`config.mk`:
```
export PLATFORM = sky130hd
export DESIGN_NAME = memwin_mapper
export DESIGN_NICKNAME = d
export VERILOG_FILES = /design/src/rtl/memwin_pkg.sv /design/src/rtl/memwin_regs.sv /design/src/rtl/memwin_decode.sv /design/src/rtl/memwin_timer.sv /design/src/rtl/memwin_mapper.sv
export SDC_FILE = /design/constraint.sdc
export NUM_CORES = 1
export LEC_CHECK = 0
export ABC_AREA = 1
export BUFFER_PORTS_ARGS = -buffer_cell sky130_fd_sc_hd__buf_2
export CORE_MARGIN = 3
export CORE_UTILIZATION = 35
export CTS_CLUSTER_SIZE = 10
export DETAILED_ROUTE_END_ITERATION = 8
export PLACE_DENSITY_LB_ADDON = 0.2
export SLEW_MARGIN = 20
export SYNTH_ARGS = -nofsm -noshare
export SYNTH_HDL_FRONTEND = slang
export SYNTH_HIERARCHICAL = 1
export SYNTH_SLANG_ARGS = --single-unit
```
`constraint.sdc`:
```
create_clock -name clk -period 3.7 [get_ports clk]
set_input_delay 0.74 -clock clk [delete_from_list [all_inputs] [get_ports clk]]
set_output_delay 0.74 -clock clk [all_outputs]
set_load 0.1 [all_outputs]
```
`src/rtl/memwin_pkg.sv`:
```
package memwin_pkg;
    localparam int NUM_WIN    = 5;
    localparam int SYS_AW     = 24;
    localparam int PAGE_LSB   = 12;
    localparam int CARD_AW    = 26;
    localparam int IDX_W      = 6;
    localparam int GRP_BASE   = 16;
    localparam int GRP_STRIDE = 8;
    localparam int BASE_CYC   = 3;
    localparam int WS_W       = 2;

    localparam int PAGE_W = SYS_AW - PAGE_LSB;
    localparam int OFS_W  = CARD_AW - PAGE_LSB;
    localparam int WIN_W  = $clog2(NUM_WIN);
    localparam int SUB_W  = $clog2(GRP_STRIDE);
    localparam int CNT_W  = $clog2(BASE_CYC + (1 << WS_W));

    typedef struct packed {
        logic              en;
        logic [WS_W-1:0]   ws;
        logic [PAGE_W-1:0] start;
        logic [PAGE_W-1:0] stop;
        logic [OFS_W-1:0]  ofs;
    } win_cfg_t;

    typedef struct packed {
        logic               hit;
        logic [WIN_W-1:0]   win;
        logic [CARD_AW-1:0] caddr;
        logic [CNT_W-1:0]   len;
    } decode_t;

    typedef enum logic [SUB_W-1:0] {
        F_START_LO = 3'd0,
        F_START_HI = 3'd1,
        F_STOP_LO  = 3'd2,
        F_STOP_HI  = 3'd3,
        F_OFS_LO   = 3'd4,
        F_OFS_HI   = 3'd5
    } field_e;

    function automatic logic [CNT_W-1:0] cycles_for(logic [WS_W-1:0] ws);
        return CNT_W'(BASE_CYC) + CNT_W'(ws);
    endfunction

    function automatic logic [CARD_AW-1:0] translate(logic [SYS_AW-1:0] a,
                                                     logic [OFS_W-1:0] ofs);
        logic [OFS_W-1:0] pg;
        pg = OFS_W'(a[SYS_AW-1:PAGE_LSB]) + ofs;
        return {pg, a[PAGE_LSB-1:0]};
    endfunction
endpackage

```
`src/rtl/memwin_regs.sv`:
```
module memwin_regs
    import memwin_pkg::*;
(
    input  logic                 clk,
    input  logic                 rst,
    input  logic                 wr,
    input  logic [IDX_W-1:0]     idx,
    input  logic [7:0]           wdata,
    output logic [7:0]           rdata,
    output win_cfg_t [NUM_WIN-1:0] cfg
);
    localparam int SEL_W = IDX_W - SUB_W;

    logic [IDX_W-1:0] rel;
    logic [SEL_W-1:0] sel;
    field_e           fld;
    logic             in_range;

    assign rel      = idx - IDX_W'(GRP_BASE);
    assign sel      = rel[IDX_W-1:SUB_W];
    assign fld      = field_e'(rel[SUB_W-1:0]);
    assign in_range = (idx >= IDX_W'(GRP_BASE)) && (sel < SEL_W'(NUM_WIN));

    for (genvar w = 0; w < NUM_WIN; w++) begin : g_win
        always_ff @(posedge clk) begin
            if (rst) begin
                cfg[w] <= '0;
            end else if (wr && in_range && sel == SEL_W'(w)) begin
                case (fld)
                    F_START_LO: cfg[w].start[7:0] <= wdata;
                    F_START_HI: begin
                        cfg[w].en                <= wdata[7];
                        cfg[w].start[PAGE_W-1:8] <= wdata[PAGE_W-9:0];
                    end
                    F_STOP_LO:  cfg[w].stop[7:0] <= wdata;
                    F_STOP_HI: begin
                        cfg[w].ws               <= wdata[7:6];
                        cfg[w].stop[PAGE_W-1:8] <= wdata[PAGE_W-9:0];
                    end
                    F_OFS_LO:   cfg[w].ofs[7:0] <= wdata;
                    F_OFS_HI:   cfg[w].ofs[OFS_W-1:8] <= wdata[OFS_W-9:0];
                    default: ;
                endcase
            end
        end
    end

    always_comb begin
        win_cfg_t c;
        c     = '0;
        rdata = '0;
        if (in_range) begin
            c = cfg[WIN_W'(sel)];
            case (fld)
                F_START_LO: rdata = c.start[7:0];
                F_START_HI: rdata = {c.en, 3'b000, c.start[PAGE_W-1:8]};
                F_STOP_LO:  rdata = c.stop[7:0];
                F_STOP_HI:  rdata = {c.ws, 2'b00, c.stop[PAGE_W-1:8]};
                F_OFS_LO:   rdata = c.ofs[7:0];
                F_OFS_HI:   rdata = {2'b00, c.ofs[OFS_W-1:8]};
                default:    rdata = '0;
            endcase
        end
    end
endmodule

```
`src/rtl/memwin_decode.sv`:
```
module memwin_decode
    import memwin_pkg::*;
(
    input  win_cfg_t [NUM_WIN-1:0] cfg,
    input  logic [SYS_AW-1:0]      addr,
    output decode_t                dec
);
    logic [PAGE_W-1:0] page;
    assign page = addr[SYS_AW-1:PAGE_LSB];

    // Scan from the highest window down so the lowest matching one is kept.
    always_comb begin
        dec     = '0;
        dec.len = CNT_W'(1);
        for (int i = NUM_WIN - 1; i >= 0; i--) begin
            if (cfg[i].en && page >= cfg[i].start && page <= cfg[i].stop) begin
                dec.hit   = 1'b1;
                dec.win   = WIN_W'(i);
                dec.caddr = translate(addr, cfg[i].ofs);
                dec.len   = cycles_for(cfg[i].ws);
            end
        end
    end
endmodule

```
`src/rtl/memwin_timer.sv`:
```
module memwin_timer
    import memwin_pkg::*;
(
    input  logic               clk,
    input  logic               rst,
    input  logic               start,
    input  decode_t            dec,
    input  logic               card_wait_n,
    output logic               busy,
    output logic               hit,
    output logic [WIN_W-1:0]   win,
    output logic [CARD_AW-1:0] card_addr,
    output logic               ready
);
    decode_t          cur;
    logic [CNT_W-1:0] cnt;

    // The wait input only matters once the minimum count is reached.
    assign ready     = busy && (cnt == cur.len) && (card_wait_n || !cur.hit);
    assign hit       = busy && cur.hit;
    assign win       = cur.win;
    assign card_addr = cur.caddr;

    always_ff @(posedge clk) begin
        if (rst) begin
            busy <= 1'b0;
            cnt  <= '0;
            cur  <= '0;
        end else if (!busy) begin
            if (start) begin
                busy <= 1'b1;
                cnt  <= CNT_W'(1);
                cur  <= dec;
            end
        end else if (ready) begin
            busy <= 1'b0;
            cnt  <= '0;
        end else if (cnt != cur.len) begin
            cnt <= cnt + CNT_W'(1);
        end
    end

    // Independent count of busy cycles, used by the checks.
    logic [7:0] elapsed;
    always_ff @(posedge clk) begin
        if (rst || !busy) elapsed <= '0;
        else if (elapsed != 8'hFF) elapsed <= elapsed + 8'd1;
    end

    assert_ready_single_R8: assert property (@(posedge clk) disable iff (rst)
        ready |=> (!ready && !busy));
    assert_wait_stretch_R7: assert property (@(posedge clk) disable iff (rst)
        (hit && !card_wait_n) |-> !ready);
    assert_addr_hold_R5: assert property (@(posedge clk) disable iff (rst)
        (busy && $past(busy)) |-> $stable(card_addr));
    assert_min_cycles_R6: assert property (@(posedge clk) disable iff (rst)
        (ready && hit) |-> (elapsed + 8'd1 >= 8'(BASE_CYC)));
    assert_miss_fast_R9: assert property (@(posedge clk) disable iff (rst)
        (ready && !hit) |-> (elapsed == 8'd0));
endmodule

```
`src/rtl/memwin_mapper.sv`:
```
module memwin_mapper
    import memwin_pkg::*;
(
    input  logic               clk,
    input  logic               rst,
    input  logic               reg_wr,
    input  logic [IDX_W-1:0]   reg_idx,
    input  logic [7:0]         reg_wdata,
    output logic [7:0]         reg_rdata,
    input  logic               acc_start,
    input  logic [SYS_AW-1:0]  sys_addr,
    input  logic               card_wait_n,
    output logic               hit,
    output logic [WIN_W-1:0]   win_sel,
    output logic [CARD_AW-1:0] card_addr,
    output logic               ready,
    output logic               busy
);
    win_cfg_t [NUM_WIN-1:0] cfg;
    decode_t                dec;

    memwin_regs u_regs (
        .clk(clk), .rst(rst), .wr(reg_wr), .idx(reg_idx),
        .wdata(reg_wdata), .rdata(reg_rdata), .cfg(cfg)
    );

    memwin_decode u_dec (.cfg(cfg), .addr(sys_addr), .dec(dec));

    memwin_timer u_tmr (
        .clk(clk), .rst(rst), .start(acc_start), .dec(dec),
        .card_wait_n(card_wait_n), .busy(busy), .hit(hit),
        .win(win_sel), .card_addr(card_addr), .ready(ready)
    );

    assert_reset_idle_R1: assert property (@(posedge clk)
        rst |=> (!busy && !ready && !hit));
    assert_busy_ignores_strobe_R8: assert property (@(posedge clk) disable iff (rst)
        (busy && !ready && acc_start) |=> (busy && $stable(win_sel)));
endmodule

```
Yosys cells after proc, flatten, opt, wreduce, memory -nomap -nowiden
Index checks and enable logic that the tools add are counted.

Multiplexer cells: 16. Reductions and logical operators: 57. Magnitude comparators: 13. $add $sub $neg: 12. Bitwise operators: 1. Equal/unequal tests: 12.

Operators with widths (count): 33-bit two-way mux (5); 41-bit binary-select mux with 3-bit select (1); 12-bit by 14-bit adder with 14-bit output (5); 2-bit AND reduction (32); 12-bit >= comparator (5); 12-bit less-or-equal comparator (5); 8-bit one-hot mux with 6 select lines (1); 41-bit two-way mux (1); 1-bit logical AND (20); 2-bit by 2-bit adder with 3-bit output (first input constant) (5); 3-bit by 2-bit equality test with 1-bit output (second input constant) (4); 3-bit two-way mux (4); 3-bit equality test (second input constant) (3); 8-bit two-way mux (1); 3-bit by 1-bit equality test with 1-bit output (second input constant) (2); 6-bit by 5-bit >= comparator with 1-bit output (second input constant) (1); 3-bit logical NOT (2); 6-bit by 5-bit subtractor with 6-bit output (second input constant) (1); 3-bit by 4-bit less-than comparator with 1-bit output (second input constant) (1); 3-bit by 1-bit adder with 3-bit output (second input constant) (1); 3-bit equality test (1); 3-bit less-than comparator (second input constant) (1); 1-bit two-way mux (3); 3-bit != test (1); other kinds (5) (5).

Output and inout port bits: 40. Bits in registers: 242. Word-level logic and storage cells: 157.

Longest topological paths before layout
Gate-level depths: netlist (run 1).

Depth after elaboration: 8. Mapped depth: 20. Mapped depth without buffers: 20.

Modules after synthesis
Netlist (run 1), hierarchy kept.

Modules (own cells, without submodules): memwin_regs (times used 1, cells an instance 1695, area an instance 10282.4 sq um); memwin_decode (times used 1, cells an instance 1237, area an instance 7248.2 sq um); memwin_timer (times used 1, cells an instance 222, area an instance 1671.6 sq um).

Worst setup path before layout (run 1)
Ideal clock, no wire load.

Kind: input to output. Start point: in reg_idx[4]. End point: out reg_rdata[0]. Data arrival time: 3935 ps. Stages: 13. Path slack: -975 ps. Cell sequence: buf_4 -> inv_2 -> clkbuf_1 -> ha_1 -> buf_2 -> nor2_4 -> clkbuf_1 -> nand2_1 -> nand2_1 -> nand2_1 -> nand2_1 -> inv_1 -> a21oi_1.

Longest elaborated chain between the ends: 5. Elaborated cells between the ends (all ways): 8. Classes of those cells: add/sub (1); order compare (2); mux (4); reduce/logical (1).

Ends and longest elaborated chain: start: declaration (line memwin_mapper.sv:7) `input logic [IDX_W-1:0] reg_idx,`; 6-bit by 5-bit subtractor with 6-bit output (line memwin_regs.sv:19) `assign rel = idx - IDX_W'(GRP_BASE);`; 41-bit binary-select mux with 3-bit select (line memwin_regs.sv:53) `c = cfg[WIN_W'(sel)];`; 41-bit two-way mux (implied by the code) (line memwin_regs.sv:53); 8-bit one-hot mux with 6 select lines (line memwin_regs.sv:54) `case (fld)`; 8-bit two-way mux (*) (line memwin_regs.sv:52) `if (in_range) begin`; end: declaration (line memwin_mapper.sv:9) `output logic [7:0] reg_rdata,`.

Every way passes the cells marked *; elsewhere a longest branch is shown, timed or not. The select of a mux whose other input is x is not followed.

Final worst setup path (run 1)
Start point: in reg_idx[4]. End point: out reg_rdata[5].

The elaborated chain is that of the path after synthesis.

==> impl_metrics.csv, run 1 <==
group,metric,value,unit
die,fp.dieW,240,um
power,pwr-share-clk,0.425,
yosys,synthXorXnorAreaFrac,0.0205,
die,die_area,57700,um2
power,power_frac_seq,0.400,
yosys,synth_edf_count,0,
power,powerDensity,312,nW/um2
sta,skew,0.00754,ns
cells_and_area,area.growth.synth_to_final,11.7,%
grt,grt_pass1_vias,17500,
yosys,ys_types,48,
yosys,syn-num-nets,3391,
sta,slew_headroom,0.269,
power,internal_power,4.63,mW
sta,finalSetupViolCount,0,
die,die_h,240,um
sta,slew_violations,0,
power,leakagePower,9.97,nW
yosys,ys_seq_elements,242,
worst_setup_path,endpoint_kind,"primary output",
cells_and_area,fin_area,21400,um2
worst_setup_path,start_kind,"primary input",
outcome,status,"complete, no violations",
place,placed_area,20500,um2
sta,final_hold_viol_count,0,
clocking,tritoncts,"yes",
cells_and_area,multi_input_area,12500,um2
sta,tightest_slew,1.10,ns
route,ant_nets,0,
worst_setup_path,required,2.96,ns
route,drt_wl_total,70300,um
yosys,yosysTopAreaCell,"dfxtp_1",
place,dp.cells,3841,
worst_setup_path,crit_fanout,42,
yosys,synth_common_cells,"nand2_1, nor2_1, inv_1",
yosys,synth_adder_area_share,0.128,
die,start_util,0.355,
sta,rsz0062_at_grt,"false",
sta,setup_tns,0,ns
route,vias_per_cell,4.93,
yosys,synth_area,19200,um2
route,drc,0,
worst_setup_path,critPathKind,"primary input to primary output",
sta,post-route-period-util,0.893,
grt,antenna_found_initial,0,
clocking,cts_hold_buf,0,
route,wl_per_cell,18.1,um
sta,setup_slack,0.394,ns
grt,grt.total_usage,0.240,
yosys,yosysMostFrequentCell,"nand2_1",
worst_setup_path,reg2reg_setup_slack,0.85,ns
power,comb_power_share,0.175,
grt,grt_overflow,0,
clocking,cts_max_level,1,
clocking,clk_latency,0.58,ns
power,p_sw,2.07,mW
clocking,root_buffer,"clkbuf_16",
yosys,synth_top_family_by_area,"simple AND/OR/NAND/NOR gates",
cells_and_area,final_nets,3415,
yosys,synth.area.mux_share,0,
yosys,avgSynthCellArea,6.09,um2
clocking,clkSinkCount,242,
yosys,synth_top_area_frac,0.252,
route,drt_iter0_markers,1458,
cells_and_area,final-seq-area,4840,um2
yosys,synth_top_cells_by_area,"dfxtp_1, nand2_1, ha_1",
power,p_sw_frac,0.310,
yosys,synth_warnings,6,
route,vias,19200,
sta,fmax,303,MHz
yosys,syn-instance-count,3154,
cells_and_area,fill_cells,6031,
grt,grt_max_degree,61,
worst_hold_path,worstHoldPathType,"primary input to register",
power,ir_worst_vdd,0.000412,V
die,rows,85,
place,dp_hpwl,52000,um
cells_and_area,final_cells,3891,
yosys,synth-compound-area-share,0.0650,
place,port_buffers,82,
yosys,synth-simple-area-share,0.435,
yosys,synth_seq_area_share,0.252,
clocking,cts_setup_buffers,0,
cells_and_area,drive_above_1_share,0.0917,
clocking,cts_resized,0,
sta,min_period,3.31,ns
die,core-area,54000,um2
clocking,clk_path_buf_depth,3,
route,dr.pass1.iters,6,
place,gp_congestion,0.947,
place,pre_cts_ws,0.0957,ns
grt,grt_pass1_wl,105000,um
power,power,6.70,mW
job,maxCapViolations,0,
clocking,cts_made_buffers,31,
worst_setup_path,worstPathArrival,2.57,ns
yosys,async_reset_ff_frac,0,
sta,whs,0.404,ns
cells_and_area,utilization,0.397,
die,num_io_pins,83,
yosys,synth_top_flop_cell,"dfxtp_1",
clocking,cts.clk_slew.worst_paths,0.06,ns
==> path summary, 6_finish.rpt <==
check,startpoint,depth (start not counted),end
hold / removal,rst,2,u_tmr/busy
setup / recovery,reg_idx[4],12,reg_rdata[5]
hold reg to reg,u_tmr/card_addr[8],2,u_tmr/card_addr[8]
setup reg to reg,u_regs/cfg[113],15,u_tmr/card_addr[14]
==> state kept, by name, summed over array words and instances (netlist names) <==
register,flops
u_tmr/win,3
u_tmr/cnt,3
u_tmr/busy,1
u_tmr/card_addr,26
u_tmr/cur,4
u_regs/cfg,205
==> power by group through the flow <==
stage          clock network, mW  logic, mW  registers, mW
3_5_place_dp                   0       1.17           2.74
3_3_place_gp                   0       1.17           2.74
6_report                    2.85       1.17           2.68
2_1_floorplan                  0      0.811           2.74
5_1_grt                     3.01       1.28           2.69
4_1_cts                     2.91       1.17           2.68
==> cell type report <==
class,count,area share
well taps,696,0.0406
repair buffers,140,0.0551
diodes,1,0.000117
inverters,282,0.0505
flip-flops and latches,242,0.226
multi-input cells,2481,0.585
clock inverters,6,0.00274
clock buffers,43,0.0401
==> layout by cell type (no fill, tap or decap), types with 5 or more instances in the layout <==
master        n
a21o_1        8
nor2_4       27
nand4_1      42
buf_2        73
a21oi_1     109
nand4_4       5
a21oi_4       6
nand2_1    1171
inv_1       265
o21ai_0      73
fa_1          5
o21bai_1      8
dfxtp_1     242
or2_2        10
buf_12       25
nor2_2       26
clkbuf_1      8
xnor2_1      15
nand3_1     130
nor3_2        5
buf_4        42
nor2_1      568
xor2_1       30
nand3_2       5
o21ai_1       5
o21a_1        7
ha_1        189
clkbuf_16    31
inv_2        12
nor3_1       10
==> metal layers <==
metal	vias up	GRT usage	wire (um)
met1	8697	0.311	31100
met5	-	0	0
met2	514	0.404	32100
li1	9851	-	-
met3	140	0.0236	3460
met4	0	0.107	3630
==> critical path, stage by stage <==
cell,delay [ns]
buf_2,0.09
inv_2,0.07
ha_1,0.41
nor2_4,0.16
buf_12,0.23
nand2_1,0.12
nand2_1,0.08
nand2_1,0.04
nand2_1,0.16
nor2_1,0.10
nor2_4,0.14
buf_12,0.19
==> logic make-up after synthesis <==
logic type,after synthesis
xor+xnor,45
simple gates,2016
buf+inv,431
compound gates,226
fa+ha+maj,194
flops,242
(Power assumes the default switching activity.)
==> inputs of run 2 (changes only) <==
--- a/config.mk
+++ b/config.mk
@@ -7,8 +7,9 @@
 export LEC_CHECK = 0
 export ABC_AREA = 1
 export BUFFER_PORTS_ARGS = -buffer_cell sky130_fd_sc_hd__buf_2
+export CAP_MARGIN = 20
 export CORE_MARGIN = 3
-export CORE_UTILIZATION = 35
+export CORE_UTILIZATION = 64
 export CTS_CLUSTER_SIZE = 10
 export DETAILED_ROUTE_END_ITERATION = 8
 export PLACE_DENSITY_LB_ADDON = 0.2
==> run 2 against run 1 <==
  * Clock power is 8.1% lower
  * Worst setup slack worse by 0.092 ns
  * Via count is 7.9% higher
  * Sequential power hardly changed
  * Fmax is 2.7% lower
  * Worst hold slack better by 0.062 ns
  * Design area is 2.7% lower
  * Sequential share of layout area is 0.64 points higher
  * Global-route usage is 17 points higher
  * First-iteration DRC count is 68% higher
  * Non-clock buffer count stayed put
  * Register-to-register slack worse by 0.23 ns
  * Critical path type unchanged
==> impl_metrics.csv, run 2 (same netlist as run 1, synthesis figures left out) <==
group,metric,value,unit
route,dr.pass1.iters,6,
clocking,clk_path_buf_depth,3,
worst_hold_path,worstHoldPathType,"primary input to register",
cells_and_area,final_common_cell,"nand2_1",
cells_and_area,mostFrequentLayoutCells,"nand2_1, nor2_1, inv_1, dfxtp_1, ha_1",
die,rows,62,
sta,slew_headroom,0.223,
grt,grt_overflow,0,
route,drt_iter0_markers,2448,
route,vias,20700,
power,comb_power_share,0.179,
die,num_io_pins,83,
worst_setup_path,reg2reg_to,"u_tmr/cur[32]",
cells_and_area,area.growth.synth_to_final,8.61,%
worst_setup_path,cp_cell_sequence,"buf_2 > nor2_1 > buf_4 > nand2_1 > nand4_1 > nand2_1 > nand2_1 > nand2_1 > nand2_1 > nor2_1 > nor2_4 > buf_12",
power,powerDensity,310,nW/um2
place,pre_cts_ws,0.171,ns
cells_and_area,largest_reg_flops,205,
die,core-area,29200,um2
route,drt_wl_total,68000,um
sta,slew_violations,0,
cells_and_area,drive_above_1_share,0.0905,
power,ir_worst_vdd,0.000393,V
cells_and_area,diodes,0,
job,maxCapViolations,0,
outcome,status,"complete, no violations",
clocking,tritoncts,"yes",
power,leakagePower,9.88,nW
grt,antenna_found_initial,0,
grt,grt.total_usage,0.414,
grt,grt_max_degree,84,
sta,skew,0.0303,ns
clocking,cts_hold_buf,0,
power,p_sw,2.01,mW
power,power_frac_seq,0.415,
worst_setup_path,reg2reg_setup_slack,0.62,ns
route,ant_nets,0,
power,p_sw_frac,0.311,
worst_setup_path,required,2.96,ns
clocking,cts.clk_slew.worst_paths,0.06,ns
die,start_util,0.658,
die,die_area,32100,um2
worst_setup_path,slowest_delay,0.35,ns
sta,fmax,294,MHz
sta,whs,0.466,ns
sta,final_hold_viol_count,0,
worst_setup_path,start_kind,"primary input",
worst_setup_path,ff2ff_path_depth,16,
sta,tightest_slew,1.16,ns
sta,finalSetupViolCount,0,
place,gp_congestion,1.04,
power,pwr-share-clk,0.405,
sta,rsz0062_at_grt,"false",
clocking,clkSinkCount,242,
worst_hold_path,min_path_cells,2,
clocking,clk_latency,0.58,ns
clocking,root_buffer,"clkbuf_16",
clocking,cts_max_level,1,
clocking,cts_setup_buffers,0,
place,port_buffers,82,
clocking,cts_made_buffers,29,
route,vias_per_cell,5.81,
sta,setup_tns,0,ns
worst_setup_path,worstPathArrival,2.66,ns
power,internal_power,4.45,mW
cells_and_area,largest_register,"u_regs/cfg",
die,die_h,179,um
worst_setup_path,critPathKind,"primary input to primary output",
worst_setup_path,crit_fanout,13,
worst_hold_path,hold_start,"rst",
sta,min_period,3.40,ns
worst_setup_path,cp_slowest_cell,"buf_2",
cells_and_area,final_nets,3413,
route,wl_per_cell,19.1,um
worst_hold_path,hold_path_end,"u_tmr/busy",
worst_setup_path,cpMostUsedCell,"nand2_1",
die,fp.dieW,179,um
worst_setup_path,rr_startpoint,"u_regs/cfg[23]",
worst_setup_path,endpoint_kind,"primary output",
grt,grt_pass1_wl,103000,um
route,drc,0,
sta,post-route-period-util,0.918,
place,dp_hpwl,50200,um
cells_and_area,fill_cells,2512,
sta,setup_slack,0.302,ns
cells_and_area,utilization,0.715,
clocking,cts_resized,0,
grt,grt_pass1_vias,19300,
run 2: changes by cell type in the layout (fill, tap and decap cells not counted), sizes merged:
cell | before | now
bufinv | 2 | 1
clkbuf | 43 | 36
clkinv | 6 | 3
diode | 1 | 0
run 2: area by class of cell:
class	instances	area, um2	area share
clock buffer	36	802	0.0385
tap	384	480	0.0230
timing repair buffer	140	1070	0.0515
inverter	282	1080	0.0519
sequential	242	4840	0.232
clock inverter	2	28.8	0.00138
multi-input combinational	2481	12500	0.601
run 2: worst max path at each step:
stage               slack, ns  cells after the start                  end         start
detailed placement       0.17                     17        u_tmr/cur[32]  sys_addr[21]
global placement         0.22                     17  u_tmr/card_addr[13]  sys_addr[21]
CTS                      0.42                     12         reg_rdata[6]    reg_idx[3]
floorplan                0.03                     13         reg_rdata[1]    reg_idx[4]
finish                   0.30                     12         reg_rdata[6]    reg_idx[3]
global route             0.23                     12         reg_rdata[0]    reg_idx[3]
run 2: critical path, delay by kind of cell:
family,cells,cell delay [ns]
and+or+nand+nor,9,1.19
buffers and inverters,3,0.73
run 2: layer usage:
layer / part of all wire / vias to the layer above / GRT usage
met4: 0.097 / 0 / 0.317
met5: 0 / - / 0
met1: 0.37 / 9242 / 0.492
met3: 0.099 / 382 / 0.0614
li1: - / 9847 / -
met2: 0.44 / 1247 / 0.671
run 2: power by group through the flow:
stage	combinational, mW	clock, mW	sequential [mW]
detailed placement	1.12	0	2.74
global placement	1.08	0	2.74
floorplan	0.811	0	2.74
global route	1.24	2.70	2.69
CTS	1.13	2.62	2.68
finish	1.16	2.62	2.68
run 2: stage by stage:
step           power [mW]  instances  cell area, um2
2_1_floorplan        3.55       3154           19300
3_3_place_gp         3.82       3528           20000
3_5_place_dp         3.86       3528           20000
4_1_cts              6.43       3566           20800
5_1_grt              6.63       3567           20900
6_report             6.46       3567           20900
